===== src/rtl/flash_cmd_pkg.sv =====
package flash_cmd_pkg;

  localparam logic [7:0] OP_CLEAR_STATUS = 8'h50;
  localparam logic [7:0] OP_PAGE_PROGRAM = 8'h41;

  typedef enum logic [2:0] {
    ST_OPCODE,
    ST_ADDR_MID,
    ST_ADDR_HIGH,
    ST_DATA,
    ST_CHECK,
    ST_WRITE,
    ST_CLEAR
  } cmdState_t;

  // strobes from control to datapath
  typedef struct packed {
    logic loadAddrMid;
    logic loadAddrHigh;
    logic storeByte;
    logic clearErrors;
    logic setLockErr;
    logic setProgErr;
    logic markProgrammed;
  } ctrlStrobes_t;

endpackage


===== src/rtl/flash_cmd_ctrl.sv =====
module flash_cmd_ctrl
  import flash_cmd_pkg::*;
#(
  parameter int PAGE_BYTES = 256,
  localparam int IDX_W = $clog2(PAGE_BYTES)
) (
  input  logic             clk,
  input  logic             rstN,
  input  logic             rxValid,
  input  logic [7:0]       rxByte,
  input  logic             pageBlocked,
  input  logic             pageDone,
  output ctrlStrobes_t     strobes,
  output logic [IDX_W-1:0] byteIdx,
  output logic             busy,
  output logic             wrEn
);

  localparam logic [IDX_W-1:0] LAST_IDX = IDX_W'(PAGE_BYTES - 1);

  cmdState_t state, stateNext;
  logic [IDX_W-1:0] idxNext;

  always_comb begin
    stateNext = state;
    idxNext   = byteIdx;
    strobes   = '0;
    unique case (state)
      ST_OPCODE: begin
        if (rxValid) begin
          if (rxByte == OP_CLEAR_STATUS)      stateNext = ST_CLEAR;
          else if (rxByte == OP_PAGE_PROGRAM) stateNext = ST_ADDR_MID;
        end
      end
      ST_ADDR_MID: begin
        if (rxValid) begin
          strobes.loadAddrMid = 1'b1;
          stateNext = ST_ADDR_HIGH;
        end
      end
      ST_ADDR_HIGH: begin
        if (rxValid) begin
          strobes.loadAddrHigh = 1'b1;
          idxNext   = '0;
          stateNext = ST_DATA;
        end
      end
      ST_DATA: begin
        if (rxValid) begin
          strobes.storeByte = 1'b1;
          if (byteIdx == LAST_IDX) stateNext = ST_CHECK;
          else                     idxNext = byteIdx + 1'b1;
        end
      end
      ST_CHECK: begin
        if (pageBlocked) begin
          strobes.setLockErr = 1'b1;
          stateNext = ST_OPCODE;
        end else if (pageDone) begin
          strobes.setProgErr = 1'b1;
          stateNext = ST_OPCODE;
        end else begin
          idxNext   = '0;
          stateNext = ST_WRITE;
        end
      end
      ST_WRITE: begin
        if (byteIdx == LAST_IDX) begin
          strobes.markProgrammed = 1'b1;
          stateNext = ST_OPCODE;
        end else begin
          idxNext = byteIdx + 1'b1;
        end
      end
      ST_CLEAR: begin
        strobes.clearErrors = 1'b1;
        stateNext = ST_OPCODE;
      end
      default: stateNext = ST_OPCODE;
    endcase
  end

  always_ff @(posedge clk) begin
    if (!rstN) begin
      state   <= ST_OPCODE;
      byteIdx <= '0;
    end else begin
      state   <= stateNext;
      byteIdx <= idxNext;
    end
  end

  assign busy = (state == ST_CHECK) || (state == ST_WRITE) || (state == ST_CLEAR);
  assign wrEn = (state == ST_WRITE);

endmodule


===== src/rtl/flash_cmd_datapath.sv =====
module flash_cmd_datapath
  import flash_cmd_pkg::*;
#(
  parameter int ADDR_W          = 24,
  parameter int PAGE_BYTES      = 256,
  parameter int PAGE_CNT        = 64,
  parameter int PAGES_PER_BLOCK = 16,
  parameter logic [PAGE_CNT/PAGES_PER_BLOCK-1:0] LOCK_INIT = '0,
  localparam int IDX_W      = $clog2(PAGE_BYTES),
  localparam int PAGE_W     = ADDR_W - IDX_W,
  localparam int SEL_W      = $clog2(PAGE_CNT),
  localparam int BLK_SHIFT  = $clog2(PAGES_PER_BLOCK),
  localparam int NUM_BLOCKS = PAGE_CNT / PAGES_PER_BLOCK
) (
  input  logic              clk,
  input  logic              rstN,
  input  ctrlStrobes_t      strobes,
  input  logic [IDX_W-1:0]  byteIdx,
  input  logic [7:0]        rxByte,
  input  logic              busy,
  output logic              pageBlocked,
  output logic              pageDone,
  output logic [7:0]        statusOut,
  output logic [ADDR_W-1:0] wrAddr,
  output logic [7:0]        wrData
);

  localparam logic [PAGE_W-1:0] PAGE_LIMIT = PAGE_W'(PAGE_CNT);
  localparam int HALF_W = PAGE_W / 2;

  logic [7:0]          pageBuf [PAGE_BYTES];
  logic [PAGE_W-1:0]   pageNum;
  logic [PAGE_CNT-1:0] programmed;
  logic [NUM_BLOCKS-1:0] lockBits;
  logic                lockErr, progErr;

  logic [SEL_W-1:0]         pageSel;
  logic [SEL_W-BLK_SHIFT-1:0] blockSel;
  logic                     outOfRange;

  // page number register: two operand bytes
  always_ff @(posedge clk) begin
    if (!rstN) begin
      pageNum <= '0;
    end else begin
      if (strobes.loadAddrMid)  pageNum[HALF_W-1:0]      <= rxByte[HALF_W-1:0];
      if (strobes.loadAddrHigh) pageNum[PAGE_W-1:HALF_W] <= rxByte[PAGE_W-HALF_W-1:0];
    end
  end

  always_ff @(posedge clk) begin
    if (strobes.storeByte) pageBuf[byteIdx] <= rxByte;
  end

  assign pageSel    = pageNum[SEL_W-1:0];
  assign blockSel   = pageSel[SEL_W-1:BLK_SHIFT];
  assign outOfRange = (pageNum >= PAGE_LIMIT);
  assign pageBlocked = outOfRange || lockBits[blockSel];
  assign pageDone    = programmed[pageSel];

  always_ff @(posedge clk) begin
    if (!rstN) begin
      programmed <= '0;
      lockBits   <= LOCK_INIT;
    end else if (strobes.markProgrammed) begin
      programmed[pageSel] <= 1'b1;
    end
  end

  always_ff @(posedge clk) begin
    if (!rstN) begin
      lockErr <= 1'b0;
      progErr <= 1'b0;
    end else if (strobes.clearErrors) begin
      lockErr <= 1'b0;
      progErr <= 1'b0;
    end else begin
      if (strobes.setLockErr) lockErr <= 1'b1;
      if (strobes.setProgErr) progErr <= 1'b1;
    end
  end

  // bit 5 (erase error) has no source in this block and reads 0
  assign statusOut = {~busy, 1'b0, 1'b0, progErr, lockErr, 3'b000};
  assign wrAddr    = {pageNum, byteIdx};
  assign wrData    = pageBuf[byteIdx];

endmodule


===== src/rtl/flash_cmd_interp.sv =====
module flash_cmd_interp
  import flash_cmd_pkg::*;
#(
  parameter int ADDR_W          = 24,
  parameter int PAGE_BYTES      = 256,
  parameter int PAGE_CNT        = 64,
  parameter int PAGES_PER_BLOCK = 16,
  parameter logic [PAGE_CNT/PAGES_PER_BLOCK-1:0] LOCK_INIT = 4'b0100
) (
  input  logic              clk,
  input  logic              rstN,
  input  logic              rxValid,
  input  logic [7:0]        rxByte,
  output logic              busy,
  output logic [7:0]        statusOut,
  output logic              flashWrEn,
  output logic [ADDR_W-1:0] flashWrAddr,
  output logic [7:0]        flashWrData
);

  localparam int IDX_W = $clog2(PAGE_BYTES);

  ctrlStrobes_t     strobes;
  logic [IDX_W-1:0] byteIdx;
  logic             pageBlocked, pageDone;

  flash_cmd_ctrl #(.PAGE_BYTES(PAGE_BYTES)) ctrl_i (
    .clk         (clk),
    .rstN        (rstN),
    .rxValid     (rxValid),
    .rxByte      (rxByte),
    .pageBlocked (pageBlocked),
    .pageDone    (pageDone),
    .strobes     (strobes),
    .byteIdx     (byteIdx),
    .busy        (busy),
    .wrEn        (flashWrEn)
  );

  flash_cmd_datapath #(
    .ADDR_W          (ADDR_W),
    .PAGE_BYTES      (PAGE_BYTES),
    .PAGE_CNT        (PAGE_CNT),
    .PAGES_PER_BLOCK (PAGES_PER_BLOCK),
    .LOCK_INIT       (LOCK_INIT)
  ) dp_i (
    .clk         (clk),
    .rstN        (rstN),
    .strobes     (strobes),
    .byteIdx     (byteIdx),
    .rxByte      (rxByte),
    .busy        (busy),
    .pageBlocked (pageBlocked),
    .pageDone    (pageDone),
    .statusOut   (statusOut),
    .wrAddr      (flashWrAddr),
    .wrData      (flashWrData)
  );

endmodule


===== config.mk =====
export PLATFORM = sky130hd
export DESIGN_NAME = flash_cmd_interp
export DESIGN_NICKNAME = d
export VERILOG_FILES = /design/src/rtl/flash_cmd_pkg.sv /design/src/rtl/flash_cmd_ctrl.sv /design/src/rtl/flash_cmd_datapath.sv /design/src/rtl/flash_cmd_interp.sv
export SDC_FILE = /design/constraint.sdc
export NUM_CORES = 2
export LEC_CHECK = 0
export BUFFER_PORTS_ARGS = -buffer_cell sky130_fd_sc_hd__buf_2
export CAP_MARGIN = 20
export CORE_ASPECT_RATIO = 0.8
export CORE_MARGIN = 3
export CORE_UTILIZATION = 60
export DETAILED_ROUTE_END_ITERATION = 6
export GPL_TIMING_DRIVEN = 0
export PLACE_DENSITY_LB_ADDON = 0.1
export SYNTH_ARGS = -nofsm -noshare
export SYNTH_HDL_FRONTEND = slang
export SYNTH_SLANG_ARGS = --single-unit

===== constraint.sdc =====
create_clock -name clk -period 6.5 [get_ports clk]
set_input_delay 0 -clock clk [delete_from_list [all_inputs] [get_ports clk]]
set_output_delay 0 -clock clk [all_outputs]
set_load 0.005 [all_outputs]

==> impl_metrics.tcl <==
set metrics [dict create \
    hold_path_class "input pin to flop" \
    slowest_delay_ns 0.94 \
    rrSetupSlack_ns 2.25 \
    ys_seq_area_frac 0.762 \
    maxCapViolations 0 \
    synth-edff-count 2048 \
    finalSetupViolations 0 \
    drt-wirelength-per-cell_um 35.4 \
    cts_root_buf "clkbuf_16" \
    insertion_delay_ns 0.82 \
    status "completed" \
    dieArea_mm2 0.144 \
    period_share 0.953 \
    die_x_um 423 \
    synthesis.instances 3873 \
    fmax_mhz 161 \
    core-area_mm2 0.137 \
    drt-total-wl_um 220000 \
    crit_path_cell_trace "clkbuf_1 -> clkbuf_1 -> buf_1 -> clkbuf_1 -> mux4_2 -> mux2i_1 -> o22ai_1 -> a211oi_1 -> a22oi_1 -> and3_1 -> buf_2" \
    yosysUniqueCellTypes 59 \
    slew_headroom 0.178 \
    final_cell_mix "2048 x edfxtp_1, 620 x mux4_2, 348 x nor2_1, 202 x clkbuf_16, 174 x clkbuf_1" \
    synth_area_per_cell_um2 21.5 \
    synth-seq-cells 2149 \
    finalMaxSlewViolations 0 \
    tightest_slew_ns 1.23 \
    finalNetCount 4225 \
    cts_sinks 2149 \
    vdd_drop_max_v 0.000270 \
    rows 121 \
    viasPerCell 6.80 \
    power.total_uw 26800 \
    io_pins 53 \
    async_reset_ff_frac 0 \
    overflow 0 \
    drive_above_1_share 0.246 \
    timing.rr.start "ctrl_i.state[0]" \
    power.share.switching 0.195 \
    crit_path_end "flashWrData[1]" \
    hold_viol_final 0 \
    p_int_uw 21600 \
    grt_usage 0.313 \
    grt_use_met1 0.479 \
    setup_tns_ns 0 \
    grt_use_met3 0.0952 \
    port_buffers 46 \
    r2r-end "dp_i.pageBuf[187][7]" \
    post-dp-hpwl_um 144000 \
    worstPathRequired_ns 6.50 \
    seqPwrFrac 0.566 \
    grt_pass1_vias 41600 \
    finalClockSkew_ns 0.0349 \
    final_common_cell "edfxtp_1" \
    crit_path_max_fanout 10 \
    cts_htree_levels 4 \
    power_frac_comb 0.010 \
    cts_buffers 198 \
    drt_iter0_drc 6631 \
    clkPwrFrac 0.424 \
    crit_slowest_cell "buf_1" \
    power.leakage_uw 0.0280 \
    crit_arrival_ns 6.19 \
    vias 42300 \
    syn_to_final_growth_pct 12.3 \
    grt.met2_usage 0.439 \
    top_usage_layer "met1" \
    cp-end-kind "primary output" \
    p_per_area_mw_per_mm2 286 \
    grt_max_degree 155 \
    synth_warnings 0 \
    die_y_um 339 \
    antenna_found_initial 4 \
    crit_top_cell "clkbuf_1" \
    clk_pin_slew_worst_paths_ns 0.06 \
    tritoncts "built" \
    netlist_area_mm2 0.0834 \
    gp_congestion 0.926 \
    ctsResizeCount 0 \
    ant_nets 0 \
    cts.path.max_buffers 3 \
    grt_pass1_wl_um 313000 \
    initial_utilization 0.609 \
    cts_setup_buffers 0 \
    setup.worst_path.class "flop to primary output" \
    post-route-min-period_ns 6.19 \
    r2r_cells 7 \
    rsz0062_at_grt "no" \
    critPathLaunchType "flop" \
    first_pass_iters 6 \
    p_sw_uw 5220 \
    synth_flop_cell "edfxtp_1" \
    drcViolationCount 0 \
]
## area by class of cell
class	instances	area, µm²
fill	8634	43400
tap	1845	2310
clock inverter	102	893
sequential	2149	63500
timing repair buffer	133	1710
clock buffer	259	5330
inverter	15	56.3
buffer	236	976
antenna	4	10.0
multi-input combinational	1477	18900
## timing repair
item,4_1_cts,5_1_grt
endpoints found under the setup margin,0,0
hold buffers,10,0
hold endpoints to repair,999,0
## kinds of logic (layout without fill, tap and decap cells)
logic type | count (synthesis) | in the layout | share of synthesized area
AND/OR/NAND/NOR | 549 | 549 | 0.0280
adder cells (fa/ha/maj) | 4 | 4 | 0.000600
multiplexers | 696 | 696 | 0.177
other | 1 | 9 | 0.0000450
buffers and inverters | 251 | 745 | 0.0122
AO/OA/AOI/OAI | 222 | 222 | 0.0200
XOR/XNOR | 1 | 1 | 0.000105
flip-flops | 2149 | 2149 | 0.762
## worst min path at each step
stage,startpoint,endpoint,cells past startpoint
after CTS,rxValid,ctrl_i.state[1],4
after global placement,dp_i.pageNum[3],flashWrAddr[11],1
after detailed placement,dp_i.pageNum[1],flashWrAddr[9],1
final,rxByte[7],dp_i.pageBuf[42][7],2
after global routing,rxByte[7],dp_i.pageBuf[44][7],2
after floorplan,rxByte[0],dp_i.pageBuf[0][0],0
## flip-flops by register name (all words and copies together), names as in the netlist, named ones only
register	cells
dp_i.progErr	1
ctrl_i.state	3
dp_i.programmed	64
dp_i.lockErr	1
dp_i.pageBuf	2048
dp_i.pageNum	16
ctrl_i.byteIdx	8
## per-layer routing
| metal | vias to the layer above | part of all wire | wire length (µm) |
|---|---|---|---|
| li1 | 16800 | - | - |
| met1 | 22500 | 0.40 | 88000 |
| met2 | 2596 | 0.44 | 97300 |
| met3 | 376 | 0.13 | 27500 |
| met4 | 8 | 0.033 | 7230 |
| met5 | - | 0.00021 | 46 |
## power groups by stage
stage / logic [µW] / registers, µW / clock network, µW
4_1_cts: 270 / 15100 / 11400
3_3_place_gp: 230 / 15500 / 0
6_report: 269 / 15100 / 11400
2_1_floorplan: 18.2 / 15400 / 0
3_5_place_dp: 266 / 15400 / 0
5_1_grt: 289 / 15100 / 12000
## synth_stat cells, types with 4 or more instances
| cell | number | area (µm²) |
|---|---|---|
| a22oi_1 | 49 | 368 |
| or3_1 | 6 | 37.5 |
| ha_1 | 4 | 50.1 |
| buf_2 | 20 | 100 |
| clkbuf_1 | 131 | 492 |
| buf_4 | 8 | 60.1 |
| mux2i_1 | 57 | 571 |
| inv_1 | 14 | 52.6 |
| mux2_2 | 17 | 191 |
| and2_1 | 7 | 43.8 |
| a211oi_1 | 28 | 210 |
| nand2b_1 | 4 | 25.0 |
| nor3_1 | 16 | 80.1 |
| nor4_1 | 6 | 37.5 |
| nand2_1 | 86 | 323 |
| and3_1 | 13 | 81.3 |
| o22ai_1 | 23 | 144 |
| mux4_2 | 620 | 14000 |
| buf_1 | 74 | 278 |
| o21ai_0 | 5 | 25.0 |
| edfxtp_1 | 2048 | 61500 |
| a21boi_0 | 9 | 67.6 |
| nand3_1 | 16 | 80.1 |
| nor2_1 | 348 | 1310 |
| a21oi_1 | 5 | 25.0 |
| nor2b_1 | 22 | 138 |
| nand4_1 | 14 | 87.6 |
| o21a_1 | 68 | 510 |
| dfxtp_1 | 101 | 2020 |
| o211a_1 | 8 | 80.1 |
## metrics by stage
| stage | hold WS [ns] | cell area (µm²) | setup slack [ns] | utilization | std cells |
|---|---|---|---|---|---|
| final | 0.236 | 93700 | 0.307 | 0.684 | 6220 |
| after detailed placement | 0.418 | 87000 | 1.27 | 0.635 | 5823 |
| after floorplan | 0.0989 | 83400 | 3.75 | - | 3877 |
| after CTS | 0.216 | 93300 | 0.375 | 0.681 | 6194 |
| after global routing | 0.280 | 93600 | 0.263 | 0.684 | 6216 |
| after global placement | 0.411 | 85900 | 0.792 | 0.627 | 5768 |
## critical path: cells and delay by family (launching register included)
kind | cells | cell delay, ns
AOI/OAI and AO/OA | 3 | 1.10
muxes | 2 | 0.45
DFF | 1 | 0.30
buffers and inverters | 5 | 3.13
and+or+nand+nor | 1 | 0.36
No activity file was read; power rests on OpenSTA's default activity.
